$ cat src/rtl/clkdiv_pkg.sv
package clkdiv_pkg;
  typedef enum logic [1:0] {
    DIV_MULT = 2'b00,
    DIV_RSVD = 2'b01,
    DIV_4    = 2'b10,
    DIV_1024 = 2'b11
  } div_mode_e;

  localparam int REG_W    = 8;
  localparam int DIV_LSB  = 6;
  localparam int SWB_BIT  = 5;
  localparam int MULT_BIT = 4;
  localparam int RATE_BIT = 3;
  localparam int ALE_BIT  = 2;
  localparam logic [1:0] RO_ONES = 2'b11;

  // Legality of a requested divide change, given the blocking conditions.
  function automatic logic move_ok(div_mode_e cur, div_mode_e req,
                                   logic ring_on, logic mult_on, logic slow_block);
    logic ok;
    ok = (req != cur) && (req != DIV_RSVD) && ((cur == DIV_4) || (req == DIV_4));
    if (req == DIV_MULT && (ring_on || !mult_on)) ok = 1'b0;
    if (req == DIV_1024 && slow_block) ok = 1'b0;
    return ok;
  endfunction

  function automatic logic [REG_W-1:0] pack_reg(div_mode_e d, logic swb, logic mult,
                                                logic rate, logic ale);
    return {d, swb, mult, rate, ale, RO_ONES};
  endfunction
endpackage

$ cat src/rtl/clkdiv_sb_detect.sv
module clkdiv_sb_detect #(
  parameter int RX_SYNC_STAGES = 2
) (
  input  logic clk,
  input  logic rst_n,
  input  logic ser_rx_line,
  input  logic ext_irq_pend,
  input  logic ext_irq_ack,
  input  logic ser_tx_active,
  output logic rx_fall,
  output logic sb_trigger,
  output logic src_active
);
  localparam int LAST = RX_SYNC_STAGES - 1;

  logic [LAST:0] sync_q;
  logic          prev_q;

  generate
    for (genvar s = 0; s < RX_SYNC_STAGES; s++) begin : g_sync
      if (s == 0) begin : g_first
        always_ff @(posedge clk or negedge rst_n)
          if (!rst_n) sync_q[0] <= 1'b1;
          else        sync_q[0] <= ser_rx_line;
      end else begin : g_next
        always_ff @(posedge clk or negedge rst_n)
          if (!rst_n) sync_q[s] <= 1'b1;
          else        sync_q[s] <= sync_q[s-1];
      end
    end
  endgenerate

  always_ff @(posedge clk or negedge rst_n)
    if (!rst_n) prev_q <= 1'b1;
    else        prev_q <= sync_q[LAST];

  assign rx_fall    = prev_q & ~sync_q[LAST];
  assign sb_trigger = ext_irq_ack | ser_tx_active | rx_fall;
  assign src_active = ext_irq_pend | ser_tx_active | rx_fall;

  // a detected falling edge is a single-cycle event
  a_r5_rx_fall_pulse: assert property (@(posedge clk) disable iff (!rst_n)
    rx_fall |=> !rx_fall);
endmodule

$ cat src/rtl/clkdiv_div_guard.sv
module clkdiv_div_guard
  import clkdiv_pkg::*;
(
  input  div_mode_e cur_div,
  input  logic [1:0] req_bits,
  input  logic      wr_en,
  input  logic      ring_osc_active,
  input  logic      mult_on,
  input  logic      swb_on,
  input  logic      src_active,
  input  logic      sb_fire,
  output div_mode_e next_div,
  output logic      wr_accept
);
  div_mode_e req;
  logic      slow_block;

  always_comb begin
    req        = div_mode_e'(req_bits);
    slow_block = swb_on & src_active;
    wr_accept  = wr_en & move_ok(cur_div, req, ring_osc_active, mult_on, slow_block);
    if (sb_fire)        next_div = DIV_4;
    else if (wr_accept) next_div = req;
    else                next_div = cur_div;
  end
endmodule

$ cat src/rtl/clkdiv_mult_guard.sv
module clkdiv_mult_guard
  import clkdiv_pkg::*;
(
  input  div_mode_e cur_div,
  input  logic      wr_en,
  input  logic      mode_lock,
  input  logic      wr_bit,
  input  logic      cur_mult,
  output logic      next_mult,
  output logic      mult_wr_ok
);
  always_comb begin
    mult_wr_ok = wr_en & (cur_div == DIV_4) & ~mode_lock;
    next_mult  = mult_wr_ok ? wr_bit : cur_mult;
  end
endmodule

$ cat src/rtl/clkdiv_mode_ctrl.sv
module clkdiv_mode_ctrl
  import clkdiv_pkg::*;
#(
  parameter int RX_SYNC_STAGES = 2
) (
  input  logic       clk,
  input  logic       rst_n,
  input  logic       wr_en,
  input  logic [7:0] wr_data,
  input  logic       ring_osc_active,
  input  logic       mode_lock,
  input  logic       ext_irq_pend,
  input  logic       ext_irq_ack,
  input  logic       ser_tx_active,
  input  logic       ser_rx_line,
  output logic [1:0] div_mode,
  output logic       swb_en,
  output logic       mult_en,
  output logic       rate_1x,
  output logic       addr_latch_off,
  output logic [7:0] rd_data
);
  div_mode_e div_q, div_d;
  logic      swb_q, mult_q, mult_d, rate_q, ale_q;
  logic      rx_fall, sb_trigger, src_active, sb_fire;
  logic      div_wr_accept, mult_wr_ok;

  clkdiv_sb_detect #(.RX_SYNC_STAGES(RX_SYNC_STAGES)) u_sb (
    .clk(clk), .rst_n(rst_n), .ser_rx_line(ser_rx_line),
    .ext_irq_pend(ext_irq_pend), .ext_irq_ack(ext_irq_ack),
    .ser_tx_active(ser_tx_active), .rx_fall(rx_fall),
    .sb_trigger(sb_trigger), .src_active(src_active)
  );

  assign sb_fire = swb_q & (div_q == DIV_1024) & sb_trigger;

  clkdiv_div_guard u_div (
    .cur_div(div_q), .req_bits(wr_data[DIV_LSB+1:DIV_LSB]), .wr_en(wr_en),
    .ring_osc_active(ring_osc_active), .mult_on(mult_q), .swb_on(swb_q),
    .src_active(src_active), .sb_fire(sb_fire),
    .next_div(div_d), .wr_accept(div_wr_accept)
  );

  clkdiv_mult_guard u_mult (
    .cur_div(div_q), .wr_en(wr_en), .mode_lock(mode_lock),
    .wr_bit(wr_data[MULT_BIT]), .cur_mult(mult_q),
    .next_mult(mult_d), .mult_wr_ok(mult_wr_ok)
  );

  always_ff @(posedge clk or negedge rst_n) begin
    if (!rst_n) begin
      div_q  <= DIV_4;
      swb_q  <= 1'b0;
      mult_q <= 1'b0;
      rate_q <= 1'b0;
      ale_q  <= 1'b0;
    end else begin
      div_q  <= div_d;
      mult_q <= mult_d;
      if (wr_en) begin
        swb_q  <= wr_data[SWB_BIT];
        rate_q <= wr_data[RATE_BIT];
        ale_q  <= wr_data[ALE_BIT];
      end
    end
  end

  assign div_mode       = div_q;
  assign swb_en         = swb_q;
  assign mult_en        = mult_q;
  assign rate_1x        = rate_q;
  assign addr_latch_off = ale_q;
  assign rd_data        = pack_reg(div_q, swb_q, mult_q, rate_q, ale_q);

  // the reserved code is never held
  a_r1_no_reserved: assert property (@(posedge clk) disable iff (!rst_n)
    div_mode != 2'b01);
  // every change of the divide field touches divide-by-4
  a_r2_star_moves: assert property (@(posedge clk) disable iff (!rst_n)
    (div_mode != $past(div_mode)) |-> (div_mode == 2'b10 || $past(div_mode) == 2'b10));
  // the divide field only moves on a write or a switchback
  a_r2_cause: assert property (@(posedge clk) disable iff (!rst_n)
    (div_mode != $past(div_mode)) |-> ($past(wr_en) || $past(sb_trigger)));
  // multiplier mode is entered only off the ring oscillator with the multiplier on
  a_r3_mult_entry: assert property (@(posedge clk) disable iff (!rst_n)
    (div_mode == 2'b00 && $past(div_mode) != 2'b00) |-> ($past(!ring_osc_active) && $past(mult_en)));
  // slow mode is not entered by a write while armed and a source is active
  a_r4_slow_entry: assert property (@(posedge clk) disable iff (!rst_n)
    (div_mode == 2'b11 && $past(div_mode) != 2'b11) |-> !($past(swb_en) && $past(src_active)));
  // armed switchback always lands in divide-by-4
  a_r5_switchback: assert property (@(posedge clk) disable iff (!rst_n)
    (swb_en && div_mode == 2'b11 && sb_trigger) |=> div_mode == 2'b10);
  // the multiplier enable changes only through an allowed write
  a_r6_mult_guard: assert property (@(posedge clk) disable iff (!rst_n)
    (mult_en != $past(mult_en)) |-> ($past(wr_en) && $past(div_mode) == 2'b10 && !$past(mode_lock)));
  // free fields follow the write data
  a_r7_free_fields: assert property (@(posedge clk) disable iff (!rst_n)
    wr_en |=> (swb_en == $past(wr_data[5]) && rate_1x == $past(wr_data[3])
               && addr_latch_off == $past(wr_data[2])));
  // read-only bits stay 11 whatever is written
  a_r8_ro_bits: assert property (@(posedge clk) disable iff (!rst_n)
    (wr_en && wr_data[1:0] != 2'b11) |=> rd_data[1:0] == 2'b11);
  // a permitted multiplier write and an accepted divide write agree with the data
  a_r6_mult_wr: assert property (@(posedge clk) disable iff (!rst_n)
    (mult_wr_ok || div_wr_accept) |=> (mult_en == $past(mult_wr_ok ? wr_data[4] : mult_en)));
endmodule

$ cat config.mk
export PLATFORM = sky130hd
export DESIGN_NAME = clkdiv_mode_ctrl
export DESIGN_NICKNAME = d
export VERILOG_FILES = /design/src/rtl/clkdiv_pkg.sv /design/src/rtl/clkdiv_sb_detect.sv /design/src/rtl/clkdiv_div_guard.sv /design/src/rtl/clkdiv_mult_guard.sv /design/src/rtl/clkdiv_mode_ctrl.sv
export SDC_FILE = /design/constraint.sdc
export NUM_CORES = 1
export LEC_CHECK = 0
export ABC_AREA = 1
export CAP_MARGIN = 20
export CORE_AREA = 2 2 39 41
export CTS_CLUSTER_SIZE = 30
export DETAILED_ROUTE_END_ITERATION = 10
export DIE_AREA = 0 0 41 43
export DONT_BUFFER_PORTS = 1
export SLEW_MARGIN = 20
export SYNTH_ARGS = -nofsm -noshare
export SYNTH_HDL_FRONTEND = slang
export SYNTH_HIERARCHICAL = 1
export SYNTH_SLANG_ARGS = --single-unit
$ cat constraint.sdc
create_clock -name clk -period 1.4 [get_ports clk]
set_input_delay 0.42 -clock clk [delete_from_list [all_inputs] [get_ports clk]]
set_output_delay 0.42 -clock clk [all_outputs]
set_load 0.02 [all_outputs]
* Word-level counts from Yosys, hierarchy flattened
Cells that the tools add are included.
Widths: inputs -> output; s select.
** Operators by class
- Bitwise operators :: 13
- Reduce and logical (&&, ||, !) cells :: 9
- $mul :: 0
- Shift operators :: 0
- Muxes and demuxes :: 4
- Div/mod/pow operators :: 0
- $add $sub $neg :: 0
- Magnitude comparators :: 0
- Eq/ne operators :: 6
** Operators with widths (count)
- $eq 2x2->1 const B :: 4
- $and 1x1->1 :: 7
- $logic_and 1x1->1 :: 4
- $mux 2 :: 2
- $or 1x1->1 :: 4
- $logic_not 2->1 :: 1
- $logic_or 1x1->1 :: 2
- $mux 1 :: 2
- $ne 2x1->1 const B :: 1
- $ne 2x2->1 :: 1
- $not 1->1 :: 2
- $reduce_bool 2->1 :: 1
- $logic_not 1->1 :: 1
** Storage, ports and cells
- Latch bits :: 0
- Input port bits :: 17
- Memory bits (writable) :: 0
- Memories kept :: 0
- ROM bits :: 0
- Bits in registers :: 9

* Logic depth before layout (Yosys ltp)
- Depth after elaboration :: 9
- Depth in mapped cells :: 10
- Mapped depth without buffers :: 10

* By module
Netlist, hierarchy kept.
** Modules (own cells, without submodules)
- clkdiv_mode_ctrl :: area an instance 264.0 sq um, cells each 28, times used 1
- clkdiv_div_guard :: area an instance 136.4 sq um, cells each 28, times used 1
- clkdiv_sb_detect :: area an instance 107.6 sq um, cells each 10, times used 1
- clkdiv_mult_guard :: area an instance 33.8 sq um, cells each 8, times used 1

* Worst setup path before layout
No wires, ideal clock.
- Path type :: register to register
- Start point :: register u_sb.sync_q[1]
- End point :: register div_q[0] (netlist: div_mode[0])
- Cell stages (with the launch flop) :: 11
- Slack :: 175 ps
- Path buffers :: 0
- Clock period less this slack :: 1225 ps
- Data required time :: 1329 ps
- Arrival time :: 1153 ps
- Library setup time :: 71 ps
- Cell sequence :: dfstp_2 > inv_1 > nand2_2 > nand2_1 > nand2_1 > nor2_1 > nor2_2 > nand2_2 > nor2_4 > nor2_1 > nor2_1
** Between the ends
- Longest elaborated chain between the ends :: 8
** RTL lines
- from (decl) :: line clkdiv_sb_detect.sv:16 : logic [LAST:0] sync_q;
- from (signal, indexed assignment) :: line clkdiv_sb_detect.sv:28 : else sync_q[s] <= sync_q[s-1];
- $not 1->1 :: line clkdiv_sb_detect.sv:37 : assign rx_fall = prev_q & ~sync_q[LAST];
- $and 1x1->1 :: line clkdiv_sb_detect.sv:37
- $or 1x1->1 :: line clkdiv_sb_detect.sv:39 : assign src_active = ext_irq_pend | ser_tx_active | rx_fall;
- via src_active :: line clkdiv_mode_ctrl.sv:25 : logic rx_fall, sb_trigger, src_active, sb_fire;
- $and 1x1->1 :: line clkdiv_div_guard.sv:20 : slow_block = swb_on & src_active;
- $logic_and 1x1->1 :: line clkdiv_pkg.sv:23 : if (req == DIV_1024 && slow_block) ok = 1'b0;
- $mux 1 :: line clkdiv_pkg.sv:23
- $and 1x1->1 :: line clkdiv_div_guard.sv:21 : wr_accept = wr_en & move_ok(cur_div, req, ring_osc_active, mult_on, slow_block);
- via div_wr_accept :: line clkdiv_mode_ctrl.sv:26 : logic div_wr_accept, mult_wr_ok;
- $reduce_bool 2->1 (no line)
- to (signal assigned) :: line clkdiv_mode_ctrl.sv:58 : div_q <= div_d;
- to (decl) :: line clkdiv_mode_ctrl.sv:23 : div_mode_e div_q, div_d;
The timed path passes the listed nets, and every way through them passes these cells.
A chain may end at the register's enable or synchronous reset.

* Final worst setup path
- Start point :: register div_q[1] (netlist: div_mode[1])
- End point :: output port div_mode[1]
** RTL lines
- to (decl) :: line clkdiv_mode_ctrl.sv:16 : output logic [1:0] div_mode,
No word-level cell between the ends.

==> out/results.ini <==
[clock_tree]
clkLatencyLatePin_ns = 0.25
cts.sinks = 9
htreeDepth = 1
cts_tree = done
cts-root-buf = clkbuf_4
cts-buffers-inserted = 3
clk_pin_slew_worst_paths_ns = 0.06
clockBufferDepth = 2

[global_routing]
grt_max_degree = 9
grt_pass1_vias = 413
grt_pass1_wl_um = 1510
grtUsageTotal_pct = 12.7
grt-ovfl-total = 0
antenna_found_initial = 0

[drt]
drtAntennaViolNets = 0
dr.first_iter.drc_count = 0
post-route-drc-count = 0
drtPass1Iterations = 1
viasPerCell = 4.47
wl_per_cell_um = 9.67
dr_total_vias = 411
wl_um = 890

[power]
ir_worst_vdd_v = 0.000715
p_leak_nw = 0.311
total_power_mw = 1.06
power.density_nw_per_um2 = 1800

[place]
gp_congestion = 0.689
placed_area_um2 = 528
place.port_buffers = 0
hpwl_um = 685

[layout]
fin_area_um2 = 586
syn_to_final_growth_pct = 9.60
fin_nets = 94
drive_above_1_share_pct = 30.3
diodes = 0
fill_cells = 161

[critical_path]
reg2reg_setup_slack_ns = 0.13
cp_cell_sequence = buf_6
critPathKind = register to primary output
reg2regPathDepth = 6
path_depth = 1
crit_arrival_ns = 0.94
cp_slowest_cell = dfstp_2
r2r_start = div_mode[1]
cp.required_ns = 0.98
crit_family = flip-flops
worst_setup_path_end_kind = primary output
r2r_end = div_mode[1]
slowest_delay_ns = 0.55
start_kind = register
path_buf_inv = 1
path_max_fanout = 2

[timing]
fin_setup_tns_ns = 0
finalCritPeriodShare_pct = 97.5
finClkSkew_ns = 0.00700
fmax_mhz = 733
drv_slew = 0
rsz0062_at_grt = false
period_needed_ns = 1.36
fin_hold_ws_ns = 0.167
setup_viol = 0
hold_viol = 0

[logic_synthesis]
synthCells = 72
yosysWarnings = 6
netlist_area_um2 = 534
syn_avg_cell_area_um2 = 7.42

[floorplan]
start_util_pct = 38.6
ios = 31
die_area_um2 = 1760
die_x_um = 41
die_h_um = 43
rows = 14
core_area_um2 = 1380

[run]
maxCapViolations = 0

[hold_path]
min_to = u_sb/sync_q[0]
hold-path-cell-count = 0
hp-start = ser_rx_line
hp-class = input port to register

[outcome]
outcome = complete, no violations

final cells by class:
| type | count | area [µm²] | area share, % |
|---|---|---|---|
| clock buffers | 4 | 26.3 | 4.49 |
| inverters | 10 | 37.5 | 6.41 |
| multi-input cells | 46 | 210 | 35.9 |
| flip-flops and latches | 9 | 230 | 39.3 |
| well taps | 16 | 20.0 | 3.42 |
| repair buffers | 7 | 61.3 | 10.5 |
where the power goes:
group          switching [mW]  internal [mW]  leakage, nW
Sequential             0.0467          0.330        0.103
Clock                  0.0829          0.109       0.0150
Combinational           0.320          0.168        0.193
Total                   0.449          0.607        0.311
registers in the layout (all words and copies together), names as in the netlist:
signal,cells
div_mode,2
u_sb/sync_q,2
addr_latch_off,1
mult_en,1
rate_1x,1
swb_en,1
u_sb/prev_q,1
repair_timing:
action / CTS / global route
setup buffers: 1 / 0
hold endpoints to repair: 8 / 0
hold buffers: 2 / 0
gates resized for setup: 1 / 0
endpoints found under the setup margin: 2 / 0
routing by layer:
layer | GRT usage, % | vias up | wire (µm)
li1 | - | 211 | -
met1 | 15.5 | 179 | 373
met2 | 19.1 | 19 | 426
met3 | 4.19 | 2 | 82
met4 | 6.67 | 0 | 8
met5 | 0 | - | 0
worst max-delay path by stage:
stage,from,to,slack [ns]
after floorplan,u_sb/sync_q[1],div_mode[0],0.19
after global placement,u_sb/sync_q[1],div_mode[1],0.14
after detailed placement,u_sb/sync_q[1],div_mode[1],0.13
after CTS,div_mode[1],div_mode[1],0.03
after global routing,div_mode[1],rd_data[7],0.002
final,div_mode[1],div_mode[1],0.04
placed cells by master (no fill, tap or decap), types with 2 or more instances in the layout:
master / n
nand2_1: 25
inv_1: 7
nor2_1: 6
dfrtp_1: 5
dfstp_2: 4
buf_4: 4
inv_2: 3
clkbuf_4: 3
nor2_2: 3
nand2_2: 3
conb_1: 2
dlygate4sd3_1: 2
nand4_1: 2
nand3_1: 2
metrics by stage:
step,cells,utilization [%],setup WS (ns)
2_1_floorplan,73,-,0.187
3_3_place_gp,85,38.2,0.141
3_5_place_dp,85,38.2,0.125
4_1_cts,92,42.3,0.0277
5_1_grt,92,42.3,0.00223
6_report,92,42.3,0.0353
Power figures use the tool's default switching activity.
